File: src/rtl/hw_fp_pkg.sv
package hw_fp_pkg;
  typedef enum logic [2:0] {
    K_ZERO,
    K_SUB,
    K_NORM,
    K_INF,
    K_NAN
  } fp_kind_e;
endpackage

File: src/rtl/hw_kind_decode.sv
module hw_kind_decode
  import hw_fp_pkg::*;
#(
  parameter int HEXP = 5,
  parameter int HMAN = 10,
  localparam int HW  = 1 + HEXP + HMAN
) (
  input  logic [HW-1:0]   half_i,
  output logic            sign_o,
  output logic [HEXP-1:0] exp_o,
  output logic [HMAN-1:0] man_o,
  output fp_kind_e        kind_o
);
  assign sign_o = half_i[HW-1];
  assign exp_o  = half_i[HW-2 -: HEXP];
  assign man_o  = half_i[HMAN-1:0];

  always_comb begin
    if (exp_o == '1)      kind_o = (man_o != '0) ? K_NAN : K_INF;
    else if (exp_o == '0) kind_o = (man_o != '0) ? K_SUB : K_ZERO;
    else                  kind_o = K_NORM;
  end
endmodule

File: src/rtl/hw_lead_norm.sv
module hw_lead_norm #(
  parameter int HMAN = 10,
  localparam int SHW = $clog2(HMAN + 1)
) (
  input  logic [HMAN-1:0] man_i,
  output logic [SHW-1:0]  shift_o,
  output logic [HMAN-1:0] frac_o
);
  // Priority encoder: the highest set bit wins because it is visited last.
  always_comb begin
    shift_o = '0;
    for (int b = 0; b < HMAN; b++) begin
      if (man_i[b]) shift_o = SHW'(HMAN - b);
    end
  end

  // Shifting inside an HMAN-wide result pushes the leading one out of range.
  assign frac_o = man_i << shift_o;
endmodule

File: src/rtl/hw_field_pack.sv
module hw_field_pack
  import hw_fp_pkg::*;
#(
  parameter int HEXP = 5,
  parameter int HMAN = 10,
  parameter int SEXP = 8,
  parameter int SMAN = 23,
  localparam int SHW = $clog2(HMAN + 1),
  localparam int SW  = 1 + SEXP + SMAN,
  localparam int MSH = SMAN - HMAN,
  localparam int BIAS_H = (1 << (HEXP - 1)) - 1,
  localparam int BIAS_S = (1 << (SEXP - 1)) - 1,
  localparam int DELTA  = BIAS_S - BIAS_H
) (
  input  fp_kind_e        kind_i,
  input  logic            sign_i,
  input  logic [HEXP-1:0] exp_i,
  input  logic [HMAN-1:0] man_i,
  input  logic [SHW-1:0]  shift_i,
  input  logic [HMAN-1:0] frac_i,
  output logic [SW-1:0]   single_o
);
  localparam logic [SEXP-1:0] DELTA_S = SEXP'(DELTA);
  localparam logic [SEXP-1:0] SUBTOP  = SEXP'(DELTA + 1);

  logic [SEXP-1:0] exp_norm, exp_sub;
  assign exp_norm = DELTA_S + SEXP'(exp_i);
  assign exp_sub  = SUBTOP - SEXP'(shift_i);

  always_comb begin
    unique case (kind_i)
      K_ZERO:  single_o = {sign_i, {(SW-1){1'b0}}};
      K_INF:   single_o = {sign_i, {SEXP{1'b1}}, {SMAN{1'b0}}};
      K_NAN:   single_o = {sign_i, {SEXP{1'b1}}, 1'b1, man_i[HMAN-2:0], {MSH{1'b0}}};
      K_SUB:   single_o = {sign_i, exp_sub, frac_i, {MSH{1'b0}}};
      default: single_o = {sign_i, exp_norm, man_i, {MSH{1'b0}}};
    endcase
  end
endmodule

File: src/rtl/hw_half_widen.sv
module hw_half_widen
  import hw_fp_pkg::*;
#(
  parameter int HEXP    = 5,
  parameter int HMAN    = 10,
  parameter int SEXP    = 8,
  parameter int SMAN    = 23,
  parameter bit REG_OUT = 1'b1,
  localparam int HW  = 1 + HEXP + HMAN,
  localparam int SW  = 1 + SEXP + SMAN,
  localparam int SHW = $clog2(HMAN + 1)
) (
  input  logic          clk,
  input  logic          rst_n,
  input  logic          in_valid,
  output logic          in_ready,
  input  logic [HW-1:0] in_half,
  output logic          out_valid,
  input  logic          out_ready,
  output logic [SW-1:0] out_single
);
  logic            sgn;
  logic [HEXP-1:0] hexp;
  logic [HMAN-1:0] hman, nfrac;
  logic [SHW-1:0]  nshift;
  fp_kind_e        kind;
  logic [SW-1:0]   conv;

  hw_kind_decode #(.HEXP(HEXP), .HMAN(HMAN)) u_dec (
    .half_i(in_half), .sign_o(sgn), .exp_o(hexp), .man_o(hman), .kind_o(kind)
  );

  hw_lead_norm #(.HMAN(HMAN)) u_norm (
    .man_i(hman), .shift_o(nshift), .frac_o(nfrac)
  );

  hw_field_pack #(.HEXP(HEXP), .HMAN(HMAN), .SEXP(SEXP), .SMAN(SMAN)) u_pack (
    .kind_i(kind), .sign_i(sgn), .exp_i(hexp), .man_i(hman),
    .shift_i(nshift), .frac_i(nfrac), .single_o(conv)
  );

  // a subnormal mantissa always yields a shift inside 1..HMAN
  p_shift_range_r2: assert property (@(posedge clk) disable iff (!rst_n)
    (kind == K_SUB) |-> (nshift >= SHW'(1) && nshift <= SHW'(HMAN)));

  generate
    if (REG_OUT) begin : g_reg
      logic          vld_q;
      logic [SW-1:0] dat_q;

      assign in_ready = !vld_q || out_ready;

      always_ff @(posedge clk or negedge rst_n) begin
        if (!rst_n) begin
          vld_q <= 1'b0;
          dat_q <= '0;
        end else begin
          if (in_ready) vld_q <= in_valid;
          if (in_valid && in_ready) dat_q <= conv;
        end
      end

      assign out_valid  = vld_q;
      assign out_single = dat_q;

      p_accept_r6: assert property (@(posedge clk) disable iff (!rst_n)
        (in_valid && in_ready) |=> out_valid);
      p_hold_r7: assert property (@(posedge clk) disable iff (!rst_n)
        (out_valid && !out_ready) |=> (out_valid && $stable(out_single)));
      p_drain_r6: assert property (@(posedge clk) disable iff (!rst_n)
        (out_valid && out_ready && !in_valid) |=> !out_valid);
      p_nan_quiet_r5: assert property (@(posedge clk) disable iff (!rst_n)
        (out_valid && out_single[SW-2 -: SEXP] == '1 && out_single[SMAN-1:0] != '0)
          |-> out_single[SMAN-1]);
    end else begin : g_comb
      assign in_ready   = out_ready;
      assign out_valid  = in_valid;
      assign out_single = conv;
    end
  endgenerate
endmodule

File: config.mk
export PLATFORM = sky130hd
export DESIGN_NAME = hw_half_widen
export DESIGN_NICKNAME = d
export VERILOG_FILES = /design/src/rtl/hw_fp_pkg.sv /design/src/rtl/hw_kind_decode.sv /design/src/rtl/hw_lead_norm.sv /design/src/rtl/hw_field_pack.sv /design/src/rtl/hw_half_widen.sv
export SDC_FILE = /design/constraint.sdc
export NUM_CORES = 1
export LEC_CHECK = 0
export BUFFER_PORTS_ARGS = -buffer_cell sky130_fd_sc_hd__buf_2
export CAP_MARGIN = 20
export CORE_ASPECT_RATIO = 0.7
export CORE_UTILIZATION = 30
export CTS_BUF_LIST = sky130_fd_sc_hd__clkbuf_4 sky130_fd_sc_hd__clkbuf_8 sky130_fd_sc_hd__clkbuf_16
export CTS_CLUSTER_SIZE = 10
export DETAILED_ROUTE_END_ITERATION = 10
export SLEW_MARGIN = 5
export SYNTH_ARGS = -nofsm -noshare
export SYNTH_HDL_FRONTEND = slang
export SYNTH_HIERARCHICAL = 1
export SYNTH_SLANG_ARGS = --single-unit
File: constraint.sdc
create_clock -name clk -period 3.5 [get_ports clk]
set_input_delay 0.175 -clock clk [delete_from_list [all_inputs] [get_ports clk]]
set_output_delay 0.175 -clock clk [all_outputs]
set_load 0.05 [all_outputs]
# Word level (Yosys, flattened, before mapping)
# Cells that the tools add are included.
[word_totals] register_bits=33 latchBits=0 ramBits=0 romBits=0 in_bits=20 out_inout_bits=34 elab_cells=30 memories=0
[classes] addsub=2 mul=0 n_div=0 n_lt_le_gt_ge=0 eq_ne=4 n_shift=1 n_mux=15 bitwise_logic=0 reduce_logical=6
[ops] cell="one-hot mux 31 bit (4 select lines)" count=1
[ops] cell="two-way mux 4 bit" count=10
[ops] cell="nonzero test 10 bit" count=1
[ops] cell="left shift 10 x 4 -> 10 bit" count=1
[ops] cell="two-way mux 3 bit" count=3
[ops] cell="adder 7 x 5 -> 8 bit (first input constant)" count=1
[ops] cell="subtractor 7 x 4 -> 8 bit (first input constant)" count=1
[ops] cell="equality test 5 bit (second input constant)" count=1
[ops] cell="zero test 5 bit" count=1
[ops] cell="equality test 3 x 1 -> 1 bit (second input constant)" count=1
[ops] cell="equality test 3 x 2 -> 1 bit (second input constant)" count=1
[ops] cell="equality test 3 bit (second input constant)" count=1
[ops] cell="zero test 3 bit" count=1
[ops] cell="logical AND 1 bit" count=1
[ops] cell="zero test 1 bit" count=1
[ops] cell="logical OR 1 bit" count=1
[ops] cell="two-way mux 1 bit" count=1

# Depth between registers and ports, before layout
[logic_depth] ltp_word=12 mapped_depth=12

# Hierarchy
# Netlist, hierarchy kept.
[modules_own_cells] module="hw_half_widen" instances=1 cells_each=71 area_each_um2=1391.3 seq_area_each_um2=825.8
[modules_own_cells] module="hw_lead_norm" instances=1 cells_each=104 area_each_um2=605.6 seq_area_each_um2=0.0
[modules_own_cells] module="hw_field_pack" instances=1 cells_each=67 area_each_um2=435.4 seq_area_each_um2=0.0
[modules_own_cells] module="hw_kind_decode" instances=1 cells_each=29 area_each_um2=196.4 seq_area_each_um2=0.0

# Worst setup path before layout
# Ideal clock, no wire load.
[synth_path] path_kind="input to register" startpoint="in in_half[6]" endpoint="reg g_reg.dat_q[26], in the netlist out_single[26]" setup_time_ns=0.125 t_arrival_ns=2.046 slack_ns=1.329 cell_stages=12 n_path_buf=3 path_cell_list="buf_4 -> buf_2 -> or2_1 -> a221o_1 -> buf_6 -> clkinv_2 -> inv_1 -> ha_1 -> xnor2_1 -> o21ai_0 -> nand3_1 -> mux2_4"
[synth_via] elab_chain_cells=6 elab_cells_between_ends=15
[synth_lines] element="start, declared" line="hw_half_widen.sv:17" source="input logic [HW-1:0] in_half,"
[synth_lines] element="two-way mux 4 bit (4 in a row)" line="hw_lead_norm.sv:13" source="if (man_i[b]) shift_o = SHW'(HMAN - b);"
[synth_lines] element="named net nshift[1]" line="hw_half_widen.sv:25" source="logic [SHW-1:0] nshift;"
[synth_lines] element="subtractor 7 x 4 -> 8 bit" line="hw_field_pack.sv:28" source="assign exp_sub = SUBTOP - SEXP'(shift_i);"
[synth_lines] element="one-hot mux 31 bit (4 select lines)" line="hw_field_pack.sv:31" source="unique case (kind_i)"
[synth_lines] element="named net conv[26]" line="hw_half_widen.sv:27" source="logic [SW-1:0] conv;"
[synth_lines] element="end signal, assigned" line="hw_half_widen.sv:59" source="if (in_valid && in_ready) dat_q <= conv;"
[synth_lines] element="end, declared" line="hw_half_widen.sv:49" source="logic [SW-1:0] dat_q;"
# The timed path passes the listed nets, and every way through them passes these cells.
# A chain may end at the register's enable or synchronous reset.

# Final worst setup path
[layout_path] startpoint="in in_half[7]" endpoint="reg g_reg.dat_q[20], in the netlist out_single[20]"
[layout_via] elab_cells_between_ends=14
[layout_rtl] element="two-way mux 4 bit (3 in a row)" line="hw_lead_norm.sv:13"
[layout_rtl] element="named net nshift[1]" line="hw_half_widen.sv:25"
[layout_rtl] element="left shift 10 x 4 -> 10 bit" line="hw_lead_norm.sv:18" source="assign frac_o = man_i << shift_o;"
[layout_rtl] element="named net nfrac[7]" line="hw_half_widen.sv:24" source="logic [HMAN-1:0] hman, nfrac;"
[layout_rtl] element="one-hot mux 31 bit (4 select lines)" line="hw_field_pack.sv:31"
[layout_rtl] element="named net conv[20]" line="hw_half_widen.sv:27"
# The timed path passes the listed nets, and every way through them passes these cells.

==> run summary <==
outcome -> finished, violations left
violated checks -> hold timing
dpl hpwl -> 4690 um
clock sinks -> 33
main area contributors after synthesis -> dfrtp_1 (31%), mux2_4 (17%), buf_4 (9.1%)
core area -> 8480 um2
DRC viols -> 0
RSZ-0062 raised after global routing -> false
drt wl/cell -> 14.9 um
crit path kind -> input pin to flip-flop
antenna violations before repair -> 0
R2R Setup Slk -> 2.07 ns
Setup Viol. Count Final -> 0
first-pass GRT wire length -> 10100 um
Hold Buf Count CTS -> 0
synth warn -> 6
Die W -> 114 um
flops & latches, synth -> 33
largest net degree at the start of global routing -> 34
Ports -> 54
Final period util -> 0.625
vias in the first global route -> 1911
Worst setup endpoint -> out_single[20]
WP data arrival -> 2.35 ns
Cell Count Post-Placement -> 412
worst r2r src -> out_valid
Place WS -> 1.08 ns
Crit. End Element -> flip-flop
Critical Path Source -> in_half[7]
Final Wtd Congestion -> 0.997
Starting DRT DRC Count -> 209
H-tree Lvls -> 2
share of the synthesized area in the top cell type -> 0.314
synthesized area per cell -> 9.70 um2
Worst-Margin Slew -> 0.764 ns
fin cells -> 420
layout cells sized above 1 -> 0.350
most numerous cell in the Yosys netlist -> dfrtp_1
Tightest Hold Check Type -> input pin to asynchronous set/reset pin
Required @ worst endpoint -> 3.66 ns
Fmax -> 457 MHz
total gr overflow -> 0
max-cap viol count -> 0
initial core utilization -> 0.310
CP startpoint kind -> input pin
Synth Instances -> 271
clock root cell -> clkbuf_16
nets@finish -> 320
Final Hold Vio Count -> 33
ys async rst share -> 1.00
DR vias -> 2079
CP max stage cell -> a221o_1
CTS buffer count -> 5
CTS tree -> built
Max Clock Skew -> 0.00605 ns
crit-path max cell delay -> 0.46 ns
EDFF count, synth -> 0
TNS Setup -> 0 ns
crit path time final -> 2.19 ns
library cells used by synthesis -> 57
Rel. slew slack -> 0.491
total die area -> 9150 um2
Worst-Skew Late Latency -> 0.28 ns
Max VDD drop -> 176 uV
Die Y -> 80.3 um
DR vias/cell -> 4.95
row count -> 28
Yosys top cell by area -> dfrtp_1
Clock transition at path regs -> 0.06 ns
Reg2Reg Capture Point -> out_single[31]
final-report max-slew violation count -> 0
register area share after synthesis -> 0.314
drt pass-1 iters -> 4
GRT Resource Usage Total -> 0.143
n_diodes -> 0
Synth Flop Type -> dfrtp_1
antenna-violating nets left -> 0
Setup WS post-layout -> 1.31 ns
clk buf depth -> 2
top cells by count, synth -> dfrtp_1 (33), buf_4 (32), mux2_4 (30)
critical-path cell list -> buf_2 > nor4_1 > a221o_1 > clkinv_2 > a221oi_1 > a22oi_1 > a22o_1 > mux2_4
Cell Area, Synth -> 2630 um2
worst reg2reg path depth -> 3
setup bufs post-CTS -> 0
# port buffers -> 53
Leakage -> 1.39 nW
PwrDens -> 498 nW/um2
CP max FO -> 12
Total Wirelength -> 6240 um
post-cts sizing count -> 0
area growth from synthesis to layout -> 9.52%
Hold Worst Slack -> -0.0287 ns
## through the flow
stage	utilization	area [um2]	total power, mW
4_1_cts	0.340	2880	1.45
6_report	0.340	2880	1.43
2_1_floorplan	-	2670	0.926
5_1_grt	0.340	2880	1.51
3_5_place_dp	0.323	2740	1.02
3_3_place_gp	0.323	2740	1.02
## worst min-delay path by stage
stage | startpoint | endpoint | cells after the start
2_1_floorplan | rst_n | out_single[0] | 0
3_3_place_gp | rst_n | out_single[8] | 1
3_5_place_dp | rst_n | out_single[8] | 1
4_1_cts | rst_n | out_single[19] | 1
5_1_grt | rst_n | out_single[0] | 1
6_report | rst_n | out_single[8] | 1
## layer usage
layer  share of wire  track usage  vias to the layer above
met5               0            0                        -
met4          0.0093       0.0468                        0
met3            0.12       0.0521                        5
met2            0.37        0.182                      114
met1            0.50        0.214                      970
li1                -            -                      990
## worst max-delay path: cells and delay by family
| family | cells | cell delay [ns] |
|---|---|---|
| simple gates | 1 | 0.40 |
| buf+inv | 2 | 0.37 |
| mux | 1 | 0.26 |
| compound gates | 4 | 1.13 |
## state kept, by name, summed over array words and instances (netlist names)
register    count
out_single     32
out_valid       1
## where the power goes
part           internal [mW]  total, mW  switching, mW  leakage, nW
clock network          0.260      0.425          0.164       0.0696
registers              0.441      0.475         0.0332        0.388
logic                  0.173      0.535          0.362        0.930
## layout make-up
type	count	area (um2)
clock buffers	5	125
inverters	13	50.0
flip-flops and latches	33	826
well taps	120	150
clock inverters	3	17.5
multi-input cells	192	1440
repair buffers	54	273
fillers	915	5600
## layout by cell type (no fill, tap or decap), types with 3 or more instances in the layout
cell type and instances:
nor3_1 8, o211ai_1 4, and3_1 4, conb_1 14
inv_1 11, o21ai_0 19, buf_2 53, clkbuf_16 5
nand4_1 4, nor4_1 3, mux2_4 30, nand3_1 9
nand2_1 16, nor2b_1 4, dfrtp_1 33, nor2_1 16
a21oi_1 8, clkinv_2 3, a22o_1 9
## logic make-up (layout without fill, tap and decap cells)
logic type	Yosys count	in the layout	share of synthesized area
AND/OR/NAND/NOR	77	77	0.161
AO/OA/AOI/OAI	65	65	0.170
buffers and inverters	58	75	0.156
multiplexers	34	34	0.188
flip-flops	33	33	0.314
other	2	14	0.00286
adder cells (fa/ha/maj)	1	1	0.00476
XOR/XNOR	1	1	0.00333
No activity file was read; power rests on OpenSTA's default activity.
